<file path="src/rtl/serial_det_pkg.sv">
package serial_det_pkg;
  localparam int TRK_W  = 2;
  localparam int FLAT_W = 4;

  typedef enum logic [TRK_W-1:0] {
    ONES_R0 = 2'b00,
    ONES_R1 = 2'b01,
    ONES_R2 = 2'b10
  } ones_st_t;

  typedef enum logic [TRK_W-1:0] {
    ZC_NONE = 2'b00,
    ZC_ODD  = 2'b01,
    ZC_EVEN = 2'b10
  } zeros_st_t;

  // flat state = (ones residue, zero class)
  typedef enum logic [FLAT_W-1:0] {
    F_0N = 4'd0, F_0O = 4'd1, F_0E = 4'd2,
    F_1N = 4'd3, F_1O = 4'd4, F_1E = 4'd5,
    F_2N = 4'd6, F_2O = 4'd7, F_2E = 4'd8
  } flat_st_t;
endpackage

</file>
<file path="src/rtl/ones_mod3_trk.sv">
module ones_mod3_trk
  import serial_det_pkg::*;
(
  input  logic clk,
  input  logic rst,
  input  logic bit_in,
  output logic flag_now,
  output logic flag_next
);
  ones_st_t st, nxt;

  always_comb begin
    case (st)
      ONES_R0: nxt = bit_in ? ONES_R1 : ONES_R0;
      ONES_R1: nxt = bit_in ? ONES_R2 : ONES_R1;
      ONES_R2: nxt = bit_in ? ONES_R0 : ONES_R2;
      default: nxt = ONES_R0;
    endcase
  end

  always_ff @(posedge clk) begin
    if (rst) st <= ONES_R0;
    else     st <= nxt;
  end

  assign flag_now  = (st == ONES_R0);
  assign flag_next = (nxt == ONES_R0);
endmodule

</file>
<file path="src/rtl/zeros_class_trk.sv">
module zeros_class_trk
  import serial_det_pkg::*;
(
  input  logic clk,
  input  logic rst,
  input  logic bit_in,
  output logic flag_now,
  output logic flag_next
);
  zeros_st_t st, nxt;

  always_comb begin
    case (st)
      ZC_NONE: nxt = bit_in ? ZC_NONE : ZC_ODD;
      ZC_ODD:  nxt = bit_in ? ZC_ODD  : ZC_EVEN;
      ZC_EVEN: nxt = bit_in ? ZC_EVEN : ZC_ODD;
      default: nxt = ZC_NONE;
    endcase
  end

  always_ff @(posedge clk) begin
    if (rst) st <= ZC_NONE;
    else     st <= nxt;
  end

  assign flag_now  = (st == ZC_EVEN);
  assign flag_next = (nxt == ZC_EVEN);
endmodule

</file>
<file path="src/rtl/flat_prod_det.sv">
module flat_prod_det
  import serial_det_pkg::*;
(
  input  logic clk,
  input  logic rst,
  input  logic bit_in,
  output logic moore_out,
  output logic mealy_out
);
  flat_st_t st, nxt;

  always_comb begin
    case (st)
      F_0N:    nxt = bit_in ? F_1N : F_0O;
      F_0O:    nxt = bit_in ? F_1O : F_0E;
      F_0E:    nxt = bit_in ? F_1E : F_0O;
      F_1N:    nxt = bit_in ? F_2N : F_1O;
      F_1O:    nxt = bit_in ? F_2O : F_1E;
      F_1E:    nxt = bit_in ? F_2E : F_1O;
      F_2N:    nxt = bit_in ? F_0N : F_2O;
      F_2O:    nxt = bit_in ? F_0O : F_2E;
      F_2E:    nxt = bit_in ? F_0E : F_2O;
      default: nxt = F_0N;
    endcase
  end

  always_ff @(posedge clk) begin
    if (rst) st <= F_0N;
    else     st <= nxt;
  end

  assign moore_out = (st == F_0E);
  assign mealy_out = (nxt == F_0E);
endmodule

</file>
<file path="src/rtl/serial_cnt_cond_det.sv">
module serial_cnt_cond_det #(
  parameter bit USE_FLAT = 1'b0
) (
  input  logic clk,
  input  logic rst,
  input  logic bit_in,
  output logic moore_out,
  output logic mealy_out
);
  generate
    if (USE_FLAT) begin : g_flat
      flat_prod_det u_flat (
        .clk(clk), .rst(rst), .bit_in(bit_in),
        .moore_out(moore_out), .mealy_out(mealy_out)
      );
    end else begin : g_split
      logic ones_now, ones_next, zeros_now, zeros_next;
      ones_mod3_trk u_ones (
        .clk(clk), .rst(rst), .bit_in(bit_in),
        .flag_now(ones_now), .flag_next(ones_next)
      );
      zeros_class_trk u_zeros (
        .clk(clk), .rst(rst), .bit_in(bit_in),
        .flag_now(zeros_now), .flag_next(zeros_next)
      );
      assign moore_out = ones_now & zeros_now;
      assign mealy_out = ones_next & zeros_next;
    end
  endgenerate
endmodule

</file>
<file path="config.mk">
export PLATFORM = sky130hd
export DESIGN_NAME = serial_cnt_cond_det
export DESIGN_NICKNAME = d
export VERILOG_FILES = /design/src/rtl/serial_det_pkg.sv /design/src/rtl/ones_mod3_trk.sv /design/src/rtl/zeros_class_trk.sv /design/src/rtl/flat_prod_det.sv /design/src/rtl/serial_cnt_cond_det.sv
export SDC_FILE = /design/constraint.sdc
export NUM_CORES = 1
export LEC_CHECK = 0
export BUFFER_PORTS_ARGS = -buffer_cell sky130_fd_sc_hd__buf_4
export CORE_AREA = 4 4 41 43
export CTS_CLUSTER_DIAMETER = 60
export DETAILED_ROUTE_END_ITERATION = 8
export DIE_AREA = 0 0 45 47
export PLACE_DENSITY = 0.3
export SLEW_MARGIN = 5
export SYNTH_ARGS = -nofsm -noshare
export SYNTH_HDL_FRONTEND = slang
export SYNTH_HIERARCHICAL = 1
export SYNTH_SLANG_ARGS = --single-unit
</file>
<file path="constraint.sdc">
create_clock -name clk -period 1.1 [get_ports clk]
set_input_delay 0.22 -clock clk [delete_from_list [all_inputs] [get_ports clk]]
set_output_delay 0.22 -clock clk [all_outputs]
set_load 0.02 [all_outputs]
</file>
==> results.toml, run 1 <==
[floorplanning]
num_rows = 13
pin_count = 5
fp.dieW_microns = 45
initial_core_util_pct = 16.2
die_h_microns = 47
core_area_sq_mm = 0.00130
die_area_sq_mm = 0.00212

[placed_design]
place_area_sq_um = 297
port_buffers = 4
dp.cells = 47
place_ws_ns = -0.0153
gp_congestion = 0.598
hpwl_microns = 370

[route]
drt-initial-drc-count = 3
finalWirelength_microns = 471
drcViolationCount = 0
routed_via_density = 4.16
wl_per_cell_microns = 9.24
num_vias = 212
drtPass1Iterations = 4
drtAntennaViolNets = 0

[sta]
min_period_ns = 1.30
tightest_slew_ns = 0.202
report.final.slew_viol_count = 0
post-route-period-util_pct = 118
rsz0062_at_grt = "true"
finalSetupViolations = 2
hold_viol = 0
final.setup.tns_ns = -0.333
setup_slack_ns = -0.198
skew_ns = 0.0000319
slew_headroom_pct = 86.4
fmax_mhz = 771

[clocking]
clkTransAtPathRegs_ns = 0.04
insertion_delay_ns = 0.23
htreeDepth = 1
cts_buffers = 3
clk_path_buf_depth = 2
numClockSinks = 4
cts_tree = "yes"
cts-root-buf = "clkbuf_4"

[grt]
grt.total_usage_pct = 5.77
antenna_found_initial = 0
grt_pass1_vias = 218
grt_max_degree = 7
grt_overflow = 0
grt_pass1_wl_microns = 821

[synthesis]
synth_cells = 23
ys_async_sr_fraction_pct = 0
yosys_warnings = 6
synth_top_area_cell = "dfxtp_1"
synthXorXnorAreaFrac_pct = 8.33
synth_nets = 26
synth-seq-cells = 4
synthAdderAreaFrac_pct = 0
ys_top_cells_by_count = "dfxtp_1 (4), and2_1 (2), nand2b_1 (2), nor2_1 (2)"
synth_compound_area_share_pct = 14.9
synth_top_area_share_pct = 38.1
synth_top_family_by_area = "simple AND/OR/NAND/NOR gates"
postSynth.topFlopCell = "dfxtp_1"
netlist_area_sq_um = 210
avgSynthCellArea_sq_um = 9.14
synth_area_leaders = "dfxtp_1 (38%), and2_1 (6.0%), nand2b_1 (6.0%), nand4bb_1 (5.4%), a21oi_2 (4.2%)"
yosysMostFrequentCell = "dfxtp_1"
synth_edf_count = 0
synthSimpleGateAreaFrac_pct = 38.7
synthMuxAreaShare_pct = 0
yosysUniqueCellTypes = 17
ys_seq_area_share_pct = 38.1

[setup_path]
path_class = "register to output pin"
r2r-start = "g_split.u_zeros/st[0]"
crit_slowest_cell = "dfxtp_2"
cpPeakStageDelay_ns = 0.32
worstPathCellList = "nand2b_4 > o22ai_2 > and2_4 > buf_6"
cp.required_ns = 0.88
startpoint = "g_split.u_zeros/st[1]"
reg2reg_depth = 4
timing.critical_path.fanout_max = 4
cp.arrival_ns = 1.08
end_kind = "output pin"
critPathLaunchType = "register"

[cells_and_area]
finalNonFillerCells = 51
antennaDiodeCount = 0
drive_above_1_share_pct = 58.3
fin_util_pct = 27.6
final_cell_area_sq_um = 359
layout.nets = 41
area_growth_pct = 70.8

[power_and_ir_drop]
p_leak_nw = 0.146
vdd_drop_max_mv = 0.370
p_per_area_mw_per_mm2 = 1250

[hold_path]
hp-start = "rst"
hold_path_depth = 2
hold_path_class = "input port to register"

[flow_run]
cap_viol_max_count = 0

[status]
violations = "setup timing"
status = "complete, but fails checks"
## routing by layer
layer  routed length (microns)  global-route usage [%]  up-vias
li1                          -                       -      109
met1                       203                    6.38       96
met2                       223                    7.91        7
met3                        44                    1.92        0
met4                         0                    7.02        0
met5                         0                       0        -
## path summary, 6_finish.rpt
check	to	slack, ns
max	mealy_out	-0.20
min	g_split.u_ones/st[1]	0.19
max reg2reg	g_split.u_zeros/st[0]	0.03
min reg2reg	g_split.u_ones/st[0]	0.53
## power by group
part | leakage (nW) | internal (mW) | switching, mW | total, mW
Sequential | 0.0337 | 0.158 | 0.0102 | 0.169
Combinational | 0.0988 | 0.0621 | 0.0418 | 0.104
Clock | 0.0138 | 0.122 | 0.0538 | 0.175
Total | 0.146 | 0.342 | 0.106 | 0.448
## stage by stage
stage               hold slack [ns]  total power, mW
CTS                           0.178            0.453
finish                        0.185            0.448
global placement              0.415            0.251
floorplan                     0.282            0.208
global route                  0.191            0.471
detailed placement            0.424            0.254
## flip-flops by register name, summed over array words and instances (netlist names)
| register | count |
|---|---|
| g_split.u_ones/st | 2 |
| g_split.u_zeros/st | 2 |
## cell usage in the layout (no fill, tap or decap), drive strengths merged
cell type  count
a21oi          1
and2           2
buf           10
clkbuf         3
dfxtp          4
nand2          1
nand2b         2
nand3b         1
nand4bb        1
nor2           2
nor2b          1
nor3           1
o21ai          1
o22ai          1
o31ai          1
or3            1
or3b           1
xnor2          1
xor2           1
## cell families (layout without fill, tap and decap cells)
| group | count (synthesis) | count (layout) |
|---|---|---|
| buffers and inverters | 0 | 13 |
| flip-flops | 4 | 4 |
| AND/OR/NAND/NOR | 13 | 13 |
| AO/OA/AOI/OAI | 4 | 4 |
| XOR/XNOR | 2 | 2 |
## cell type report
| cell class | instances | area, sq um |
|---|---|---|
| sequential | 4 | 82.6 |
| clock buffer | 3 | 22.5 |
| fill | 148 | 942 |
| timing repair buffer | 10 | 86.3 |
| multi-input combinational | 19 | 149 |
| tap | 15 | 18.8 |
## worst max-delay path: cells and delay by family, from the launching register on
kind                   cells  cell delay (ns)
flip-flops                 1             0.32
AND/OR/NAND/NOR            2             0.29
AO/OA/AOI/OAI              1             0.13
buffers and inverters      1             0.10
## repair_timing
action                     4_1_cts  5_1_grt
gates resized for setup          6        3
setup buffers                    1        0
hold buffers                     0        0
setup endpoints to repair        2        2
pin swaps                        1        2
(Power assumes the default switching activity.)
==> inputs of run 2 (changes only) <==
==> constraint.sdc (replaced) <==
create_clock -name clk -period 1.61 [get_ports clk]
set_input_delay 0.322 -clock clk [delete_from_list [all_inputs] [get_ports clk]]
set_output_delay 0.322 -clock clk [all_outputs]
set_load 0.02 [all_outputs]
==> run 2 against run 1 <==
  * The run now ends clean
  * Register-to-register slack improved by 0.65 ns
  * Clock skew about the same
  * Non-clock buffer count decreased by 6
  * Clock power decreased by 33%
  * Wire length decreased by 18%
  * Final cell count decreased by 12%
  * Via count decreased by 16%
  * Die area unchanged
  * Sequential share of layout area increased by 4.7 points
  * Critical endpoint unchanged
  * Largest cell class unchanged
  * Highest routed layer unchanged
==> results.toml, run 2 (synthesized netlist as in run 1, its figures left out) <==
[status]
status = "completed"

[grt]
grt_pass1_vias = 168
grt.total_usage_pct = 4.89
grt_max_degree = 11
grt_overflow = 0
grt_pass1_wl_microns = 662
antenna_found_initial = 0

[power_and_ir_drop]
switching_share_pct = 23.2
p_switching_mw = 0.0645
p_leak_nw = 0.110
seqPwrFrac_pct = 42.2
power.internal_mw = 0.214
vdd_drop_max_mv = 0.296
p_per_area_mw_per_mm2 = 962
p_clk_share_pct = 42.5
p_comb_share_pct = 15.3

[cells_and_area]
fin_util_pct = 22.2
finalNonFillerCells = 45
antennaDiodeCount = 0
final_cell_mix = "dfxtp_1 (4), buf_4 (4), clkbuf_4 (3)"
final_cell_area_sq_um = 289
num-fill-cells = 149
layout.nets = 35
drive_above_1_share_pct = 33.3
area_growth_pct = 37.5
top_regs = "g_split.u_ones/st x2, g_split.u_zeros/st x2"

[setup_path]
reg2reg_depth = 2
worstPathCellList = "nand2b_4 > o22ai_1 > and2_1 > buf_4"
critPathTopFamily = "flip-flops"
critPathLaunchType = "register"
r2r-start = "g_split.u_ones/st[1]"
end_kind = "output pin"
crit_slowest_cell = "dfxtp_1"
reg2reg_to = "g_split.u_ones/st[1]"
cp.arrival_ns = 1.14
path_class = "register to output pin"
timing.critical_path.fanout_max = 5
cp.required_ns = 1.29
r2r_slack_ns = 0.68
critPathBufInv = 1
cpPeakStageDelay_ns = 0.42

[placed_design]
place_area_sq_um = 259
port_buffers = 4
dp.cells = 42
gp_congestion = 0.676

[floorplanning]
die_area_sq_mm = 0.00212
fp.dieW_microns = 45
pin_count = 5
die_h_microns = 47
num_rows = 13
core_area_sq_mm = 0.00130
initial_core_util_pct = 16.2

[clocking]
htreeDepth = 1
cts_resized = 0
cts_hold_buffers = 0
cts_buffers = 3
cts_setup_buffers = 0
insertion_delay_ns = 0.23
clk_path_buf_depth = 2
cts_tree = "yes"
numClockSinks = 4
clkTransAtPathRegs_ns = 0.03
cts-root-buf = "clkbuf_4"

[sta]
report.final.slew_viol_count = 0
post-route-period-util_pct = 90.9
hold_viol = 0
skew_ns = 0.0000350
worst_hold_slack_ns = 0.279
tightest_slew_ns = 0.205
slew_headroom_pct = 86.3
rsz0062_at_grt = "false"
final.setup.tns_ns = 0
fmax_mhz = 683
min_period_ns = 1.46
finalSetupViolations = 0

[route]
drtPass1Iterations = 2
drt-initial-drc-count = 1
routed_via_density = 3.96
drtAntennaViolNets = 0
num_vias = 178
drcViolationCount = 0
wl_per_cell_microns = 8.60
finalWirelength_microns = 387

[hold_path]
min_to = "g_split.u_ones/st[1]"
hold_path_class = "input port to register"
hold_path_depth = 2
hp-start = "rst"

[flow_run]
cap_viol_max_count = 0
run 2: cell types whose count changed in the layout (fill, tap and decap cells not counted):
cell / before / now
buf_6: 3 / 0
nor2_2: 1 / 0
dfxtp_1: 2 / 4
nor2_1: 1 / 2
o22ai_1: 0 / 1
dfxtp_2: 2 / 0
o22ai_2: 1 / 0
buf_4: 7 / 4
and2_4: 1 / 0
and2_1: 1 / 2
run 2: worst max-delay path by stage:
stage,depth (start not counted),end,from,slack (ns)
floorplan,3,mealy_out,g_split.u_zeros/st[1],0.44
global placement,5,mealy_out,bit_in,0.30
detailed placement,5,mealy_out,bit_in,0.30
CTS,4,mealy_out,g_split.u_zeros/st[1],0.09
global route,4,mealy_out,g_split.u_zeros/st[0],0.03
finish,4,mealy_out,g_split.u_zeros/st[0],0.15
run 2: cell type report:
type	count	area, sq um	area share [%]
repair buffers	4	30.0	10.4
clock buffers	3	22.5	7.79
well taps	15	18.8	6.49
flip-flops and latches	4	80.1	27.7
multi-input cells	19	138	47.6
run 2: power by group through the flow:
stage,registers (mW),logic [mW],clock network [mW]
2_1_floorplan,0.116,0.0267,0
3_3_place_gp,0.117,0.0406,0
3_5_place_dp,0.118,0.0413,0
4_1_cts,0.116,0.0413,0.126
5_1_grt,0.119,0.0473,0.135
6_report,0.117,0.0425,0.118
run 2: layer usage:
| metal | track usage [%] | part of all wire (%) | vias up |
|---|---|---|---|
| met2 | 5.37 | 40 | 5 |
| met4 | 7.02 | 0 | 0 |
| li1 | - | - | 96 |
| met3 | 2.30 | 7.5 | 0 |
| met5 | 0 | 0 | - |
| met1 | 5.67 | 53 | 77 |
run 2: per-stage QoR:
step,setup WS [ns],power [mW]
detailed placement,0.295,0.159
finish,0.146,0.278
global placement,0.300,0.158
floorplan,0.440,0.142
global route,0.0288,0.301
CTS,0.0916,0.284
